## src/rtl/qk_lane_pkg.sv

```systemverilog
package qk_lane_pkg;
  parameter int NUM_TOK  = 64;
  parameter int KEY_BITS = 12;
  parameter int Q_LEN    = 16;
  parameter int Q_BITS   = 8;
  localparam int TOK_W = $clog2(NUM_TOK);
  localparam int CNT_W = TOK_W + 1;
  localparam int RND_W = $clog2(KEY_BITS);
  localparam int SUM_W = Q_BITS + $clog2(Q_LEN) + 1;
  localparam int ACC_W = SUM_W + KEY_BITS;
  localparam int CMP_W = ACC_W + 2;

  typedef struct packed {
    logic             loadQ;
    logic             step;
    logic [TOK_W-1:0] tok;
    logic [RND_W-1:0] rnd;
  } ctrlStrb_t;
endpackage

```

## src/rtl/qk_lane_dp.sv

```systemverilog
module qk_lane_dp
  import qk_lane_pkg::*;
(
  input  logic                     clk,
  input  logic                     rstN,
  input  ctrlStrb_t                strb,
  input  logic [Q_LEN*Q_BITS-1:0]  qVec,
  input  logic [ACC_W-1:0]         pruneMargin,
  input  logic [Q_LEN-1:0]         planeBits,
  output logic                     pruneNow,
  output logic signed [ACC_W-1:0]  scoreOut
);
  logic signed [Q_BITS-1:0] qMem [Q_LEN];
  logic signed [ACC_W-1:0]  sb [NUM_TOK];
  logic signed [SUM_W-1:0]  posSum, negSum, posIn, negIn, planeSum;
  logic signed [CMP_W-1:0]  best, bestCand, thr, upper, lower, tail, accExt;
  logic signed [ACC_W-1:0]  newAcc;
  logic                     bestValid;
  logic [ACC_W-1:0]         marginQ;
  logic [RND_W-1:0]         remain;

  always_comb begin
    posIn = '0;
    negIn = '0;
    for (int i = 0; i < Q_LEN; i++) begin
      if (qVec[i*Q_BITS + Q_BITS-1]) negIn += SUM_W'($signed(qVec[i*Q_BITS +: Q_BITS]));
      else                           posIn += SUM_W'($signed(qVec[i*Q_BITS +: Q_BITS]));
    end
  end

  always_comb begin
    planeSum = '0;
    for (int i = 0; i < Q_LEN; i++)
      if (planeBits[i]) planeSum += SUM_W'(qMem[i]);
    if (strb.rnd == '0) newAcc = -ACC_W'(planeSum);
    else                newAcc = (sb[strb.tok] <<< 1) + ACC_W'(planeSum);
    remain   = RND_W'(KEY_BITS-1) - strb.rnd;
    tail     = (CMP_W'(1) <<< remain) - CMP_W'(1);
    accExt   = CMP_W'(newAcc) <<< remain;
    upper    = accExt + CMP_W'(posSum) * tail;
    lower    = accExt + CMP_W'(negSum) * tail;
    bestCand = (bestValid && best > lower) ? best : lower;
    thr      = bestCand - $signed({2'b00, marginQ});
    pruneNow = upper < thr;
  end

  always_ff @(posedge clk) begin
    if (!rstN) begin
      posSum    <= '0;
      negSum    <= '0;
      best      <= '0;
      bestValid <= 1'b0;
      marginQ   <= '0;
      scoreOut  <= '0;
      for (int i = 0; i < Q_LEN; i++) qMem[i] <= '0;
    end else if (strb.loadQ) begin
      posSum    <= posIn;
      negSum    <= negIn;
      bestValid <= 1'b0;
      marginQ   <= pruneMargin;
      for (int i = 0; i < Q_LEN; i++) qMem[i] <= $signed(qVec[i*Q_BITS +: Q_BITS]);
    end else if (strb.step) begin
      best      <= bestCand;
      bestValid <= 1'b1;
      scoreOut  <= newAcc;
    end
  end

  always_ff @(posedge clk) begin
    if (strb.step && !strb.loadQ) sb[strb.tok] <= newAcc;
  end
endmodule

```

## src/rtl/qk_lane_ctrl.sv

```systemverilog
module qk_lane_ctrl
  import qk_lane_pkg::*;
(
  input  logic              clk,
  input  logic              rstN,
  input  logic              qLoad,
  input  logic [CNT_W-1:0]  qTokens,
  input  logic              planeValid,
  input  logic [TOK_W-1:0]  planeTok,
  input  logic [RND_W-1:0]  planeRound,
  input  logic              pruneNow,
  output ctrlStrb_t         strb,
  output logic              planeReady,
  output logic [NUM_TOK-1:0] tokLive,
  output logic              survValid,
  output logic [TOK_W-1:0]  survTok,
  output logic              done
);
  logic [RND_W-1:0] rndArr [NUM_TOK];
  logic [CNT_W-1:0] tokCount, resolved;
  logic             active, apply, last, resolveNow;

  assign planeReady = active;
  assign apply = active && !qLoad && planeValid && ({1'b0, planeTok} < tokCount)
                 && tokLive[planeTok] && (planeRound == rndArr[planeTok]);
  assign last       = rndArr[planeTok] == RND_W'(KEY_BITS-1);
  assign resolveNow = apply && (last || pruneNow);

  always_comb begin
    strb.loadQ = qLoad;
    strb.step  = apply;
    strb.tok   = planeTok;
    strb.rnd   = rndArr[planeTok];
  end

  always_ff @(posedge clk) begin
    if (!rstN) begin
      active    <= 1'b0;
      tokLive   <= '0;
      tokCount  <= '0;
      resolved  <= '0;
      survValid <= 1'b0;
      survTok   <= '0;
      done      <= 1'b0;
      for (int t = 0; t < NUM_TOK; t++) rndArr[t] <= '0;
    end else if (qLoad) begin
      active    <= 1'b1;
      tokCount  <= qTokens;
      resolved  <= '0;
      survValid <= 1'b0;
      done      <= 1'b0;
      for (int t = 0; t < NUM_TOK; t++) begin
        rndArr[t]  <= '0;
        tokLive[t] <= (CNT_W'(t) < qTokens);
      end
    end else begin
      survValid <= apply && last && !pruneNow;
      survTok   <= planeTok;
      done      <= resolveNow && (resolved + 1'b1 == tokCount);
      if (apply) rndArr[planeTok] <= rndArr[planeTok] + 1'b1;
      if (resolveNow) begin
        tokLive[planeTok] <= 1'b0;
        resolved <= resolved + 1'b1;
        if (resolved + 1'b1 == tokCount) active <= 1'b0;
      end
    end
  end
endmodule

```

## src/rtl/qk_prune_lane.sv

```systemverilog
module qk_prune_lane
  import qk_lane_pkg::*;
(
  input  logic                     clk,
  input  logic                     rstN,
  input  logic                     qLoad,
  input  logic [Q_LEN*Q_BITS-1:0]  qVec,
  input  logic [CNT_W-1:0]         qTokens,
  input  logic [ACC_W-1:0]         pruneMargin,
  input  logic                     planeValid,
  output logic                     planeReady,
  input  logic [Q_LEN-1:0]         planeBits,
  input  logic [TOK_W-1:0]         planeTok,
  input  logic [RND_W-1:0]         planeRound,
  output logic [NUM_TOK-1:0]       tokLive,
  output logic                     survValid,
  output logic [TOK_W-1:0]         survTok,
  output logic signed [ACC_W-1:0]  survScore,
  output logic                     done
);
  ctrlStrb_t strb;
  logic      pruneNow;

  qk_lane_ctrl u_ctrl (
    .clk(clk), .rstN(rstN), .qLoad(qLoad), .qTokens(qTokens),
    .planeValid(planeValid), .planeTok(planeTok), .planeRound(planeRound),
    .pruneNow(pruneNow), .strb(strb), .planeReady(planeReady),
    .tokLive(tokLive), .survValid(survValid), .survTok(survTok), .done(done)
  );

  qk_lane_dp u_dp (
    .clk(clk), .rstN(rstN), .strb(strb), .qVec(qVec),
    .pruneMargin(pruneMargin), .planeBits(planeBits),
    .pruneNow(pruneNow), .scoreOut(survScore)
  );
endmodule

```

## config.mk

```make
export PLATFORM = sky130hd
export DESIGN_NAME = qk_prune_lane
export DESIGN_NICKNAME = d
export VERILOG_FILES = /design/src/rtl/qk_lane_pkg.sv /design/src/rtl/qk_lane_dp.sv /design/src/rtl/qk_lane_ctrl.sv /design/src/rtl/qk_prune_lane.sv
export SDC_FILE = /design/constraint.sdc
export NUM_CORES = 2
export LEC_CHECK = 0
export CAP_MARGIN = 25
export CORE_AREA = 2 2 348 694
export CTS_CLUSTER_DIAMETER = 60
export CTS_CLUSTER_SIZE = 28
export DETAILED_ROUTE_END_ITERATION = 10
export DIE_AREA = 0 0 350 696
export DONT_BUFFER_PORTS = 1
export PLACE_DENSITY = 0.79
export SYNTH_ARGS = -nofsm -noshare
export SYNTH_HDL_FRONTEND = slang
export SYNTH_SLANG_ARGS = --single-unit
export TNS_END_PERCENT = 50
```

## constraint.sdc

```tcl
create_clock -name clk -period 43.6 [get_ports clk]
set_input_delay 4.36 -clock clk [delete_from_list [all_inputs] [get_ports clk]]
set_output_delay 4.36 -clock clk [all_outputs]
set_load 0.02 [all_outputs]
```

# Word-level counts from Yosys, hierarchy flattened
# Memory sizes are Yosys's and may differ from the RTL's.
# Cells that the tools add are included.
[word_totals]
mem_count = 3
ram_bits = 1984
register_bits = 191
out_inout_bits = 98
input_bits = 190
[memory_table]
columns = ["memory", "depth", "word_bits", "rd", "rd_clocked_by_memory_dff", "wr", "line_no", "source"]
rows = [
  ["u_dp.sb", 64, 25, 1, 0, 1, "qk_lane_dp.sv:14", "logic signed [ACC_W-1:0] sb [NUM_TOK];"],
  ["u_ctrl.rndArr", 64, 4, 1, 0, 64, "qk_lane_ctrl.sv:19", "logic [RND_W-1:0] rndArr [NUM_TOK];"],
  ["u_dp.qMem", 16, 8, 16, 0, 16, "qk_lane_dp.sv:13", "logic signed [Q_BITS-1:0] qMem [Q_LEN];"],
]
[classes]
add_sub_neg = 54
n_bitwise = 84
muxes = 152
shift = 2
n_eq_ne = 3
mul = 2
n_lt_le_gt_ge = 69
reduce_logical = 22
[op_table]
columns = ["cell", "n"]
rows = [
  ["2-to-1 mux 13 bit", 47],
  ["adder 13 x 8 -> 13 bit", 44],
  ["2-to-1 mux 4 bit", 65],
  ["< comparator 6 x 7 -> 1 bit, first input constant", 32],
  ["2-to-1 mux 64 bit", 2],
  ["2-to-1 mux 8 bit", 16],
  ["< comparator 5 x 7 -> 1 bit, first input constant", 16],
  ["OR 1 bit", 80],
  ["bitwise AND 64 bit", 1],
  ["inverter 64 bit", 1],
  ["< comparator 4 x 7 -> 1 bit, first input constant", 8],
  ["adder 27 bit", 2],
  ["multiplier 13 x 27 -> 27 bit", 2],
  ["< comparator 3 x 7 -> 1 bit, first input constant", 4],
  ["> comparator 27 bit", 1],
  ["< comparator 27 bit", 1],
  ["2-to-1 mux 27 bit", 1],
  ["<<< shifter 2 x 4 -> 27 bit, first input constant", 1],
  ["<<< shifter 25 x 4 -> 27 bit", 1],
  ["subtractor 27 x 2 -> 27 bit, second input constant", 1],
  ["subtractor 27 x 26 -> 27 bit", 1],
  ["adder 25 x 13 -> 25 bit", 1],
  ["2-to-1 mux 25 bit", 1],
  ["negator 13 -> 25 bit", 1],
  ["26 further kinds", 58],
]

# Logic depth before layout (Yosys ltp)
# An unclocked memory read counts as a cell.
[logic_depth]
depth_word = 45
ltp_mapped = 175
mapped_depth_nobuf = 171

# Modules after synthesis
# From an unflattened synthesis, not the netlist that was laid out.
[hier_totals]
hier_cells = 12024
hier_area_um2 = 133553.1
[modules_own_cells]
columns = ["mod", "seq_area_each_um2", "instances", "area_per_inst_um2", "cells_each"]
rows = [
  ["qk_lane_dp", 52049.9, 1, 115149.2, 10329],
  ["qk_lane_ctrl", 9429.0, 1, 18403.9, 1695],
]

# Worst setup path before layout
# Ideal clock, no wire load.
[synth_timing]
path_kind = "input -> register"
from = "in planeBits[0]"
to = "reg u_ctrl.resolved[1]"
cell_stages = 156
t_required_ns = 43.283
path_slack_ns = 6.207
t_arrival_ns = 37.076
path_buffers = 4
path_cell_list = "clkbuf_1 > and2_1 > ha_1 > inv_1 > fa_1 > xnor2_1 > a21o_1 > ha_1 > or2_2 > and3_1 > o31ai_1 > ha_1 > or2_2 > o31a_1 > mux2_2 > o211ai_1 > inv_1 > ha_1 > (+120 left out) > o41ai_1 > o211ai_1 > a31oi_1 > o21bai_1 > and2_1 > o41ai_1 > nor2_1 > nor4_1 > o311ai_1 > xor2_1 > ha_1 > nor2b_1 > a21oi_1 > a21o_1 > clkbuf_1 > clkbuf_1 > mux2i_1 > nor2_1"
[synth_between]
elab_chain_cells = 42
elab_cells_between_ends = 44
[synth_rtl]
columns = ["item", "line_no", "source"]
rows = [
  ["from (decl)", "qk_prune_lane.sv:12", "input logic [Q_LEN-1:0] planeBits,"],
  ["2-to-1 mux 13 bit (*)", "qk_lane_dp.sv:34", "if (planeBits[i]) planeSum += SUM_W'(qMem[i]);"],
  ["adder 13 x 8 -> 13 bit", "qk_lane_dp.sv:34", ""],
  ["2-to-1 mux 13 bit (*)", "qk_lane_dp.sv:34", ""],
  ["adder 13 x 8 -> 13 bit", "qk_lane_dp.sv:34", ""],
  ["2-to-1 mux 13 bit (*)", "qk_lane_dp.sv:34", ""],
  ["adder 13 x 8 -> 13 bit", "qk_lane_dp.sv:34", ""],
  ["2-to-1 mux 13 bit (*)", "qk_lane_dp.sv:34", ""],
  ["adder 13 x 8 -> 13 bit", "qk_lane_dp.sv:34", ""],
  ["(+25 left out)", "-", ""],
  ["named net u_dp.newAcc[16]", "qk_lane_dp.sv:17", "logic signed [ACC_W-1:0] newAcc;"],
  ["(+1 left out)", "-", ""],
  ["adder 27 bit", "qk_lane_dp.sv:41", "lower = accExt + CMP_W'(negSum) * tail;"],
  ["> comparator 27 bit", "qk_lane_dp.sv:42", "bestCand = (bestValid && best > lower) ? best : lower;"],
  ["logical AND 1 bit", "qk_lane_dp.sv:42", ""],
  ["2-to-1 mux 27 bit", "qk_lane_dp.sv:42", ""],
  ["subtractor 27 x 26 -> 27 bit", "qk_lane_dp.sv:43", "thr = bestCand - $signed({2'b00, marginQ});"],
  ["< comparator 27 bit (*)", "qk_lane_dp.sv:44", "pruneNow = upper < thr;"],
  ["logical OR 1 bit (*)", "qk_lane_ctrl.sv:27", "assign resolveNow = apply && (last || pruneNow);"],
  ["logical AND 1 bit (*)", "qk_lane_ctrl.sv:27", ""],
  ["to (signal assigned)", "qk_lane_ctrl.sv:63", "resolved <= resolved + 1'b1;"],
  ["to (decl)", "qk_lane_ctrl.sv:20", "logic [CNT_W-1:0] tokCount, resolved;"],
]
# Mark *: on every way through the listed nets, which the timed path passes. The rest lies on a longest branch.
# A chain may end at the register's enable or synchronous reset.

# Worst setup path in the final report
[layout_timing]
from = "in planeBits[0]"
to = "reg u_ctrl.tokLive[30]"
[layout_between]
elab_chain_cells = 43
elab_cells_between_ends = 45
[layout_rtl]
columns = ["item", "line_no", "source"]
rows = [
  ["2-to-1 mux 13 bit (*)", "qk_lane_dp.sv:34", ""],
  ["adder 13 x 8 -> 13 bit", "qk_lane_dp.sv:34", ""],
  ["2-to-1 mux 13 bit (*)", "qk_lane_dp.sv:34", ""],
  ["adder 13 x 8 -> 13 bit", "qk_lane_dp.sv:34", ""],
  ["2-to-1 mux 13 bit (*)", "qk_lane_dp.sv:34", ""],
  ["adder 13 x 8 -> 13 bit", "qk_lane_dp.sv:34", ""],
  ["2-to-1 mux 13 bit (*)", "qk_lane_dp.sv:34", ""],
  ["adder 13 x 8 -> 13 bit", "qk_lane_dp.sv:34", ""],
  ["(+25 left out)", "-", ""],
  ["named net u_dp.newAcc[12]", "qk_lane_dp.sv:17", ""],
  ["(+2 left out)", "-", ""],
  ["> comparator 27 bit", "qk_lane_dp.sv:42", ""],
  ["logical AND 1 bit", "qk_lane_dp.sv:42", ""],
  ["2-to-1 mux 27 bit", "qk_lane_dp.sv:42", ""],
  ["subtractor 27 x 26 -> 27 bit", "qk_lane_dp.sv:43", ""],
  ["< comparator 27 bit (*)", "qk_lane_dp.sv:44", ""],
  ["logical OR 1 bit (*)", "qk_lane_ctrl.sv:27", ""],
  ["logical AND 1 bit (*)", "qk_lane_ctrl.sv:27", ""],
  ["nonzero test 2 bit (no line) (*)", "-", ""],
  ["to (signal, indexed assignment)", "qk_lane_ctrl.sv:54", "tokLive[t] <= (CNT_W'(t) < qTokens);"],
  ["to (decl)", "qk_lane_ctrl.sv:14", "output logic [NUM_TOK-1:0] tokLive,"],
]
# Marked as above.

==> key figures <==
Detailed routing
  • Detailed Routing Iterations Pass 1: 9
  • DR vias/cell: 6.73
  • Max Used Layer: met5
  • WL met2: 215 mm
  • Drt drc: 0
  • Routed wl met3: 50.9 mm
  • Drt wl/cell: 30.0 um
  • Via Count: 101,740
  • Routed WL: 454 mm
  • Initial DRC Count: 11,628
  • Met1 WL: 127 mm
  • Routed Antenna Nets: 0

Clock tree
  • Clk Latency, worst-skew pair: 850 ps
  • Num CTS Buffers: 99
  • # hold bufs at CTS: 0
  • Postcts setup bufs: 0
  • CTS Root Cell: clkbuf_16
  • Post_cts resized: 0
  • CTS Buffer Depth: 3
  • Worst-path clk slew: 110 ps
  • H-tree depth: 3
  • CTS tree: built
  • CTS Sinks: 2,111

Timing
  • Layout Skew: 94.8 ps
  • Final setup violation count: 0
  • Final Hold Fails: 0
  • Slew HR: 19.9%
  • Final critical-path required period: 39,720 ps
  • Max Clk Rate: 25.2 MHz
  • Max Slew Vio Count: 0
  • Fin crit share: 91.1%
  • Worst-Margin Slew: 1190 ps
  • Setup TNS: 0 ps
  • RSZ-0062 raised after global routing: no

GRT
  • Remaining global-route overflow: 0
  • Largest net degree at the start of global routing: 157
  • Initial antenna violation count: 39
  • GRT Resource Usage Total: 36.8%
  • Number of global-route vias before repair: 103,598
  • First-pass GRT wire length: 654 mm

Synthesis
  • Register bit total from synthesis: 2,111
  • Main synth FF type: edfxtp_1
  • Post-synth cell types: 102
  • Largest family of logic cells by synthesized area: adder cells
  • Synth Area in Compound Gates: 15.3%
  • Mapped Area: 130,000 um2
  • Synth Area in Adders: 15.4%
  • Ys Warns: 0
  • Post-synth net total: 13,543
  • Post-Synth XOR/XNOR Area: 3.40%
  • Simple-Gate Fraction of Synth Area: 11.2%
  • Post-synthesis mux area share: 2.65%
  • Average size of a mapped cell: 10.8 um2
  • Ys async rst share: 0%
  • Post-synth EDFFs: 1,920
  • Seq/Total Area, Yosys: 47.1%
  • Synth Instances: 12,050

Worst setup path
  • Worst Path Max Fanout: 67
  • Worst Path Buf+Inv: 16
  • R2R depth: 151
  • Critical path depth: 152
  • Crit-path max cell delay: 770 ps
  • Startpoint Class: primary input
  • Crit path kind: in2reg
  • Required @ worst endpoint: 44,320 ps
  • Slowest CP cell: a2111oi_0
  • CP endpoint kind: flop
  • Cell mode on critical path: ha_1
  • Crit path arrival time: 40,440 ps
  • Crit path max-delay family: compound AO/OA/AOI/OAI gates

Min path
  • Hold Path Cell Cnt: 2
  • Min-delay worst type: reg2reg

Cells and area
  • Leading cell type in the layout, fill and taps excluded: edfxtp_1
  • Layout cell share with drive strength beyond 1: 6.26%
  • Fin area: 138,000 um2
  • Most frequent cells in the layout: 1,920 x edfxtp_1, 1,035 x inv_1, 911 x nand2_1, 873 x nor2_1, 806 x ha_1
  • Fin nets: 13,305
  • Post-Layout Cell Count: 15,125
  • Area Overhead vs Synth: 6.10%

Place
  • Inst Count DP: 14,893
  • Post-DP HPWL: 321 mm
  • Routability cong.: 1.03
  • Placed instance area: 135,000 um2
  • PortBufs: 0

Floorplan
  • Ports: 288
  • Initial core utilization: 54.7%
  • Core ar.: 239,000 um2
  • Row count: 254
  • Die height: 696 um
  • Die area: 244,000 um2
  • Chip Width: 350 um

Job
  • Max-Cap Viols: 0

Run status
  • Outcome: finished clean
[kinds of logic after synthesis]
family / Yosys count
and+or+nand+nor: 3087
AOI/OAI and AO/OA: 3047
DFF: 2111
buffers and inverters: 1689
adders and majority gates: 1304
xor gates and xnor gates: 495
muxes: 316
other: 1
[cells in the mapped netlist, drive strengths merged, types with 68 or more instances]
library cell / n / area share, %
o221ai: 69 / 0.46
inv: 1046 / 3.0
nor2b: 110 / 0.53
nor4: 175 / 0.84
xnor2: 349 / 2.3
nand3: 98 / 0.38
and2: 241 / 1.2
clkbuf: 536 / 1.5
buf: 99 / 0.33
nand2b: 117 / 0.56
fa: 497 / 7.6
mux2: 132 / 1.1
o21bai: 99 / 0.57
a211oi: 79 / 0.47
o22ai: 801 / 3.8
a21o: 204 / 1.2
ha: 806 / 7.7
nor2: 876 / 2.5
dfxtp: 191 / 2.9
o21a: 127 / 0.73
xor2: 139 / 0.93
o211ai: 68 / 0.39
edfxtp: 1920 / 44
o21ai: 518 / 2.0
or3: 78 / 0.37
a21oi: 479 / 1.8
o22a: 69 / 0.46
nor3: 178 / 0.68
nand2: 928 / 2.7
and3: 111 / 0.53
mux2i: 174 / 1.3
a31oi: 79 / 0.39
[layer usage]
metal	vias to the layer above	GRT usage, %
li1	43458	-
met1	49148	33.3
met2	6782	60.8
met3	2340	12.0
met4	12	41.2
met5	-	0.0202
[flip-flops by register name, indices dropped and copies added (netlist names)]
| register | count |
|---|---|
| u_ctrl.planeReady | 1 |
| u_ctrl.survTok | 6 |
| u_dp.scoreOut | 25 |
| u_dp.sb | 1536 |
| u_ctrl.tokLive | 64 |
| u_dp.posSum | 13 |
| u_ctrl.tokCount | 7 |
| u_ctrl.done | 1 |
| u_dp.negSum | 13 |
| u_dp.marginQ | 25 |
| u_ctrl.survValid | 1 |
| u_dp.best | 27 |
| u_dp.bestValid | 1 |
| u_ctrl.rndArr | 256 |
| u_ctrl.resolved | 7 |
| u_dp.qMem | 128 |
[final cells by class]
| cell class | count | area (um2) |
|---|---|---|
| Antenna cell | 42 | 105 |
| Clock buffer | 140 | 2660 |
| Clock inverter | 32 | 684 |
| Fill cell | 19061 | 100000 |
| Inverter | 1054 | 3960 |
| Multi-Input combinational cell | 8250 | 63200 |
| Sequential cell | 2111 | 61500 |
| Tap cell | 3200 | 4000 |
| Timing Repair Buffer | 296 | 2320 |
[metrics by stage]
| stage | setup WS [ps] | hold slack [ps] | util, % |
|---|---|---|---|
| 5_1_grt | 1560 | 498 | 58.0 |
| 2_1_floorplan | 6210 | 454 | - |
| 6_report | 3880 | 467 | 58.0 |
| 3_3_place_gp | 3780 | 435 | 56.4 |
| 4_1_cts | 3950 | 468 | 57.8 |
| 3_5_place_dp | 3210 | 453 | 56.4 |
[worst reg2reg max path: cells and delay by family (launching register included)]
kind,cells,cell delay [ps]
xor gates and xnor gates,12,2780
muxes,7,1780
AOI/OAI and AO/OA,51,11390
DFF,1,410
and+or+nand+nor,36,6960
adders and majority gates,29,10210
buffers and inverters,16,2990
[path summary, 6_finish.rpt]
kind                                                     from                               to  slack, ps
worst max-delay path                             planeBits[0]  u_ctrl.tokLive[30]$_SDFFE_PN0P_       3880
worst min-delay path              u_dp.negSum[2]$_SDFFE_PN0P_      u_dp.negSum[2]$_SDFFE_PN0P_        470
worst max register to register  u_dp.qMem[0][0]$_SDFFCE_PN0P_  u_ctrl.tokLive[30]$_SDFFE_PN0P_       7030
worst min register to register    u_dp.negSum[2]$_SDFFE_PN0P_      u_dp.negSum[2]$_SDFFE_PN0P_        470
Power is left out: the tool's default activity adds up to more than one toggle a clock period on the data nets, which glitch-free logic cannot reach.
